$ cat src/rtl/aluFlagCmp_pkg.sv
package aluFlagCmp_pkg;

  localparam int OP_W = 8;

  localparam logic [OP_W-1:0] OP_ADD  = 8'h01;
  localparam logic [OP_W-1:0] OP_MUL  = 8'h02;
  localparam logic [OP_W-1:0] OP_SUB  = 8'h03;
  localparam logic [OP_W-1:0] OP_DIV  = 8'h04;
  localparam logic [OP_W-1:0] OP_COPY = 8'h05;
  localparam logic [OP_W-1:0] OP_IMM  = 8'h06;
  localparam logic [OP_W-1:0] OP_LOAD = 8'h07;
  localparam logic [OP_W-1:0] OP_EQ   = 8'h09;
  localparam logic [OP_W-1:0] OP_LT   = 8'h0A;
  localparam logic [OP_W-1:0] OP_LE   = 8'h0B;
  localparam logic [OP_W-1:0] OP_GT   = 8'h0C;
  localparam logic [OP_W-1:0] OP_GE   = 8'h0D;

  typedef enum logic [2:0] {
    CMP_NONE = 3'd0,
    CMP_EQ   = 3'd1,
    CMP_LT   = 3'd2,
    CMP_LE   = 3'd3,
    CMP_GT   = 3'd4,
    CMP_GE   = 3'd5
  } cmpKind_e;

  typedef struct packed {
    logic     selAdd;
    logic     selMul;
    logic     selSub;
    cmpKind_e cmpKind;
    logic     wrReg;
  } aluStrobe_t;

endpackage

$ cat src/rtl/aluFlagCmp_ctrl.sv
module aluFlagCmp_ctrl
  import aluFlagCmp_pkg::*;
(
  input  logic [OP_W-1:0] opcode,
  output aluStrobe_t      strb
);

  always_comb begin
    strb = '0;
    strb.cmpKind = CMP_NONE;
    case (opcode)
      OP_ADD:  begin strb.selAdd = 1'b1; strb.wrReg = 1'b1; end
      OP_MUL:  begin strb.selMul = 1'b1; strb.wrReg = 1'b1; end
      OP_SUB:  begin strb.selSub = 1'b1; strb.wrReg = 1'b1; end
      OP_COPY: strb.wrReg = 1'b1;
      OP_IMM:  strb.wrReg = 1'b1;
      OP_LOAD: strb.wrReg = 1'b1;
      OP_EQ:   begin strb.cmpKind = CMP_EQ; strb.wrReg = 1'b1; end
      OP_LT:   begin strb.cmpKind = CMP_LT; strb.wrReg = 1'b1; end
      OP_LE:   begin strb.cmpKind = CMP_LE; strb.wrReg = 1'b1; end
      OP_GT:   begin strb.cmpKind = CMP_GT; strb.wrReg = 1'b1; end
      OP_GE:   begin strb.cmpKind = CMP_GE; strb.wrReg = 1'b1; end
      default: strb.wrReg = 1'b0; // division and all others: no write
    endcase
  end

endmodule

$ cat src/rtl/aluFlagCmp_path.sv
module aluFlagCmp_path
  import aluFlagCmp_pkg::*;
#(
  parameter int WIDTH = 16
) (
  input  logic [WIDTH-1:0] a,
  input  logic [WIDTH-1:0] b,
  input  aluStrobe_t       strb,
  output logic [WIDTH-1:0] result,
  output logic             zero,
  output logic             negative
);

  localparam int PAD_W = WIDTH - 1;

  logic [WIDTH-1:0] diff;
  logic [WIDTH-1:0] sum;
  logic [WIDTH-1:0] prod;
  logic             cmpBit;

  // one shared subtractor feeds SUB, both flags and all tests
  assign diff     = a - b;
  assign sum      = a + b;
  assign prod     = a * b;
  assign negative = diff[WIDTH-1];
  assign zero     = (diff == '0);

  always_comb begin
    case (strb.cmpKind)
      CMP_EQ:  cmpBit = zero;
      CMP_LT:  cmpBit = negative;
      CMP_LE:  cmpBit = negative | zero;
      CMP_GT:  cmpBit = ~(negative | zero);
      CMP_GE:  cmpBit = ~negative;
      default: cmpBit = 1'b0;
    endcase
  end

  always_comb begin
    if (strb.cmpKind != CMP_NONE) result = {{PAD_W{1'b0}}, cmpBit};
    else if (strb.selAdd)         result = sum;
    else if (strb.selMul)         result = prod;
    else if (strb.selSub)         result = diff;
    else                          result = a;
  end

endmodule

$ cat src/rtl/aluFlagCmp.sv
module aluFlagCmp
  import aluFlagCmp_pkg::*;
#(
  parameter int WIDTH = 16
) (
  input  logic [OP_W-1:0]  opcode,
  input  logic [WIDTH-1:0] a,
  input  logic [WIDTH-1:0] b,
  output logic [WIDTH-1:0] result,
  output logic             zero,
  output logic             negative,
  output logic             writesReg
);

  aluStrobe_t strb;

  aluFlagCmp_ctrl u_ctrl (
    .opcode (opcode),
    .strb   (strb)
  );

  aluFlagCmp_path #(.WIDTH(WIDTH)) u_path (
    .a        (a),
    .b        (b),
    .strb     (strb),
    .result   (result),
    .zero     (zero),
    .negative (negative)
  );

  assign writesReg = strb.wrReg;

endmodule

$ cat config.mk
export PLATFORM = sky130hd
export DESIGN_NAME = aluFlagCmp
export DESIGN_NICKNAME = d
export VERILOG_FILES = /design/src/rtl/aluFlagCmp_pkg.sv /design/src/rtl/aluFlagCmp_ctrl.sv /design/src/rtl/aluFlagCmp_path.sv /design/src/rtl/aluFlagCmp.sv
export SDC_FILE = /design/constraint.sdc
export NUM_CORES = 1
export LEC_CHECK = 0
export ABC_AREA = 1
export BUFFER_PORTS_ARGS = -buffer_cell sky130_fd_sc_hd__buf_2
export CAP_MARGIN = 10
export CORE_UTILIZATION = 65
export DETAILED_ROUTE_END_ITERATION = 7
export GPL_TIMING_DRIVEN = 0
export PLACE_DENSITY_LB_ADDON = 0.1
export RECOVER_POWER = 25
export SYNTH_ARGS = -nofsm -noshare
export SYNTH_HDL_FRONTEND = slang
export SYNTH_HIERARCHICAL = 1
export SYNTH_SLANG_ARGS = --single-unit
$ cat constraint.sdc
create_clock -name vclk -period 20.6
set_input_delay 3.09 -clock vclk [all_inputs]
set_output_delay 3.09 -clock vclk [all_outputs]
set_load 0.05 [all_outputs]
======== After elaboration in Yosys (flattened, before gate mapping) ========
Index checks and enable logic that the tools add are counted.
word-level totals
  register bits ........................... 0
  bits in latches ......................... 0
  RAM bits ................................ 0
  ROM bits ................................ 0
  input port bits ......................... 40
  output and inout bits ................... 19
  logic and storage cells ................. 35
  memories kept ........................... 0
cells by class
  add/sub/neg operators ................... 2
  multiply operators ...................... 1
  divide/modulo/power cells ............... 0
  magnitude comparators ................... 0
  equality and inequality tests ........... 16
  shift-type cells ........................ 0
  mux-type cells .......................... 10
  bitwise operators ....................... 3
  reduce and logical (&&, ||, !) cells .... 3
operator list
  kind                                                             number
  16-bit 2-to-1 mux                                                4
  8-bit by 4-bit == test with 1-bit output, second input constant  5
  8-bit by 3-bit == test with 1-bit output, second input constant  3
  16-bit adder                                                     1
  8-bit by 2-bit == test with 1-bit output, second input constant  2
  16-bit zero test                                                 1
  16-bit by 16-bit multiplier with 16-bit output                   1
  16-bit subtractor                                                1
  3-bit one-hot mux with 5 select lines                            1
  11-bit OR reduction                                              1
  8-bit by 1-bit == test with 1-bit output, second input constant  1
  3-bit by 2-bit == test with 1-bit output, second input constant  2
  3-bit == test, second input constant                             2
  1-bit one-hot mux with 5 select lines                            1
  1-bit 2-to-1 mux                                                 4
  3-bit by 1-bit == test with 1-bit output, second input constant  1
  3-bit nonzero test                                               1
  1-bit inverter                                                   2
  1-bit bitwise OR                                                 1

======== Logic depth before layout (Yosys ltp) ========
  depth in word-level cells ............... 6
  gate-level depth with buffers ........... 32
  gate-level depth less buffers ........... 31

======== By module ========
Netlist, hierarchy kept.
by module, submodules not included
  module           times used  cells an instance  area an instance (um^2)  sequential area each (um^2)
  aluFlagCmp_path  1           1138               6849.1                   0.0
  aluFlagCmp_ctrl  1           34                 177.7                    0.0

======== Least setup slack after synthesis ========
Ideal clock, no wire load.
  path type ............................... input port to output port
  start ................................... in b[1]
  end ..................................... out result[14]
  arrival time ............................ 8.739 ns
  required time ........................... 17.510 ns
  slack ................................... 8.771 ns
  stages on the path ...................... 22
  path buffers ............................ 2
  cell sequence ........................... clkbuf_1 -> clkbuf_1 -> nand2_1 -> fa_1 -> fa_1 -> inv_1 -> fa_1 -> fa_1 -> fa_1 -> inv_1 -> fa_1 -> inv_1 -> ha_1 -> inv_1 -> nor4_1 -> nand3_1 -> nand3_1 -> xor2_1 -> nand2_1 -> nand3_1 -> nand2_1 -> a21oi_1
on the way
  cells in the longest elaborated chain, start to end .. 5
  elaborated cells on any way between the ends .. 7
  classes of those cells .................. add/sub (2); mul (1); mux (4)
RTL lines
  item                                                                                                    RTL line               source
  start: declaration                                                                                      aluFlagCmp.sv:8        input logic [WIDTH-1:0] b,
  parallel branches: the longest is 3 deep, another holds 16-bit by 16-bit multiplier with 16-bit output  --
  16-bit 2-to-1 mux *                                                                                     aluFlagCmp_path.sv:41  else if (strb.selAdd) result = sum;
  16-bit 2-to-1 mux *                                                                                     aluFlagCmp_path.sv:40  if (strb.cmpKind != CMP_NONE) result = {{PAD_W{1'b0}}, cmpBit};
  end: declaration                                                                                        aluFlagCmp.sv:9        output logic [WIDTH-1:0] result,
Mark *: on every way between the ends.

======== Worst setup path in the final report ========
Ends and elaborated chain as after synthesis.

==> flow_metrics.tcl <==
set metrics [dict create \
    synthSimpleGateAreaFrac_pct 31.46 \
    seqCellArea_sq_um 0 \
    first_global_vias 7013 \
    dp_slack_ns 8.037 \
    rows 37 \
    antenna_found_initial 0 \
    antennaDiodeCount 0 \
    drt_iter0_drc 541 \
    grt_pass1_wl_microns 33550 \
    clockBufferCount 0 \
    setup_violations 0 \
    cts_resized 0 \
    cpPeakStageDelay_ns 0.59 \
    postRouteAntennaNets 0 \
    synth-xor-area-share_pct 2.244 \
    comb_power_share_pct 100.0 \
    timing.final.crit_period_ns 12.64 \
    slew_violations 0 \
    cp-start-kind "input port" \
    path_class "in -> out" \
    switching_power_uw 407.3 \
    grt_max_degree 11 \
    worst_slew_pin_slew_ns 0.8032 \
    fillCellCount 1024 \
    grt_use_total_pct 38.26 \
    synth_top_family_by_area "adder cells" \
    syn-cell-area_sq_um 7027 \
    final_nets 1434 \
    netlist_instances 1172 \
    dpl-instance-area_sq_um 7492 \
    power_density_nw_per_um2 85.73 \
    start_util_pct 67.46 \
    path_cells "buf_2 > clkbuf_1 > clkbuf_1 > nand2_1 > fa_1 > fa_1 > inv_1 > fa_1 > fa_1 > fa_1 > inv_1 > fa_1 > inv_1 > ha_1 > inv_1 > nor4_1 > nand3_1 > nand3_1 > xor2_1 > nand2_1 > nand3_1 > nand2_1 > a21oi_1 > buf_2" \
    status "completed" \
    synth_top_cell_by_area "fa_1" \
    min_path_cells 7 \
    min_from "opcode[7]" \
    hpwl_microns 17020 \
    seq_cell_count 0 \
    vdd_drop_max_v 0.00008240 \
    p_int_uw 234.6 \
    wl_per_cell_microns 15.18 \
    synth-compound-area-share_pct 9.135 \
    crit_required_ns 17.51 \
    yosysSeqAreaShare_pct 0 \
    slowest_stage "clkbuf_1" \
    die_w_microns 106.0 \
    critical_path.max_fanout 10 \
    die-area_sq_um 11230 \
    synthMuxAreaShare_pct 0 \
    synth_fa_ha_area_share_pct 37.43 \
    totalWireLength_microns 20750 \
    port_buffers 59 \
    syn_nets 1373 \
    drive_above_1_share_pct 8.936 \
    end_kind "output port" \
    hp-class "in -> out" \
    setup_ws_ns 7.960 \
    clock.fmax_mhz 79.11 \
    seqPwrFrac_pct 0 \
    vias 7455 \
    drv_cap 0 \
    final_common_cell "nand2_1" \
    coreArea_sq_um 10420 \
    overflow 0 \
    final_cell_mix "337 x nand2_1, 312 x inv_1, 82 x fa_1" \
    synthToLayoutAreaGrowth_pct 6.553 \
    startpoint "b[1]" \
    hold_viol_final 0 \
    final_util_pct 71.88 \
    post_cts.repair.setup_buffers 0 \
    worstPathArrival_ns 9.55 \
    netlist_top_cells_area "fa_1 23%, nand2_1 18%, inv_1 17%" \
    die_h_microns 106.0 \
    cts_hold_buf 0 \
    setup-tns-final_ns 0 \
    top_level_ports 59 \
    switching_share_pct 63.45 \
    relSlewSlack_pct 46.45 \
    yosys.area.top_type_share_pct 23.36 \
    rsz0062_at_grt "false" \
    routed_via_density 5.454 \
    ys_warn_count 6 \
    drtPass1Iterations 5 \
    gp_congestion 0.9997 \
    synthDistinctLibCells 42 \
    p_leak_nw 4.786 \
    fin_crit_sh_pct 61.36 \
    design_area_sq_um 7487 \
    worst_path_most_repeated_cell "fa_1" \
    drc 0 \
    synth_area_per_cell_sq_um 5.996 \
    clkPwrFrac_pct 0 \
]
-- per-stage QoR --
step                      power, mW  hold slack [ns]  std cells
after floorplan              0.4834            6.616       1172
after global placement       0.6184            6.724       1367
after detailed placement     0.6301            6.735       1367
after CTS                    0.6360            6.738       1367
after global routing         0.7339            6.896       1367
final                        0.6419            6.810       1367
-- kinds of logic (layout without fill, tap and decap cells) --
group	after synthesis	after routing
compound gates	119	119
xor+xnor	18	18
fa+ha+maj	161	161
buf+inv	360	419
simple gates	514	514
-- cell type report --
cell class | count | area, sq um | share of cell area (%)
Tap cell | 136 | 170.2 | 2.273
Inverter | 318 | 1195 | 15.96
Multi-Input combinational cell | 812 | 5640 | 75.33
Timing Repair Buffer | 59 | 290.3 | 3.877
Buffer | 42 | 191.4 | 2.557
-- Yosys cell counts (2+ instances only) --
| master | number |
|---|---|
| nor2_4 | 2 |
| nand2_1 | 337 |
| xor2_1 | 15 |
| buf_2 | 14 |
| inv_2 | 5 |
| o21ai_0 | 36 |
| nor2_2 | 6 |
| nor3_1 | 12 |
| nand3_1 | 73 |
| nand4_1 | 12 |
| a21oi_1 | 63 |
| a31oi_1 | 5 |
| and2_1 | 4 |
| nor2_1 | 42 |
| clkbuf_1 | 22 |
| o21bai_1 | 3 |
| fa_1 | 82 |
| buf_4 | 4 |
| nand2_4 | 3 |
| nand2_2 | 10 |
| a22oi_1 | 2 |
| o211ai_1 | 3 |
| nand3b_1 | 3 |
| ha_1 | 79 |
| nand3_2 | 2 |
| or2_2 | 4 |
| xnor2_1 | 3 |
| inv_1 | 312 |
-- final timing paths --
check / endpoint / slack (ns)
worst max-delay path: result[14] / 7.96
worst min-delay path: writesReg / 6.81
-- metal layers --
layer  global-route usage [%]  vias to the layer above  share of wire, %
met4                    16.27                        0               5.6
met2                    66.81                      319                47
li1                         -                     3610                 -
met1                    48.19                     3447                40
met5                        0                        -                 0
met3                    3.617                       79               7.6
-- power groups by stage --
stage	sequential (mW)	combinational, mW	clock [mW]
detailed placement	0	0.630	0
finish	0	0.642	0
global route	0	0.734	0
CTS	0	0.636	0
floorplan	0	0.483	0
global placement	0	0.618	0
-- critical path: cells and delay by family --
kind	cells	cell delay, ns
fa+ha+maj	7	3.40
compound gates	1	0.16
simple gates	7	1.08
buf+inv	8	1.61
xor+xnor	1	0.19
(Power assumes the default switching activity.)
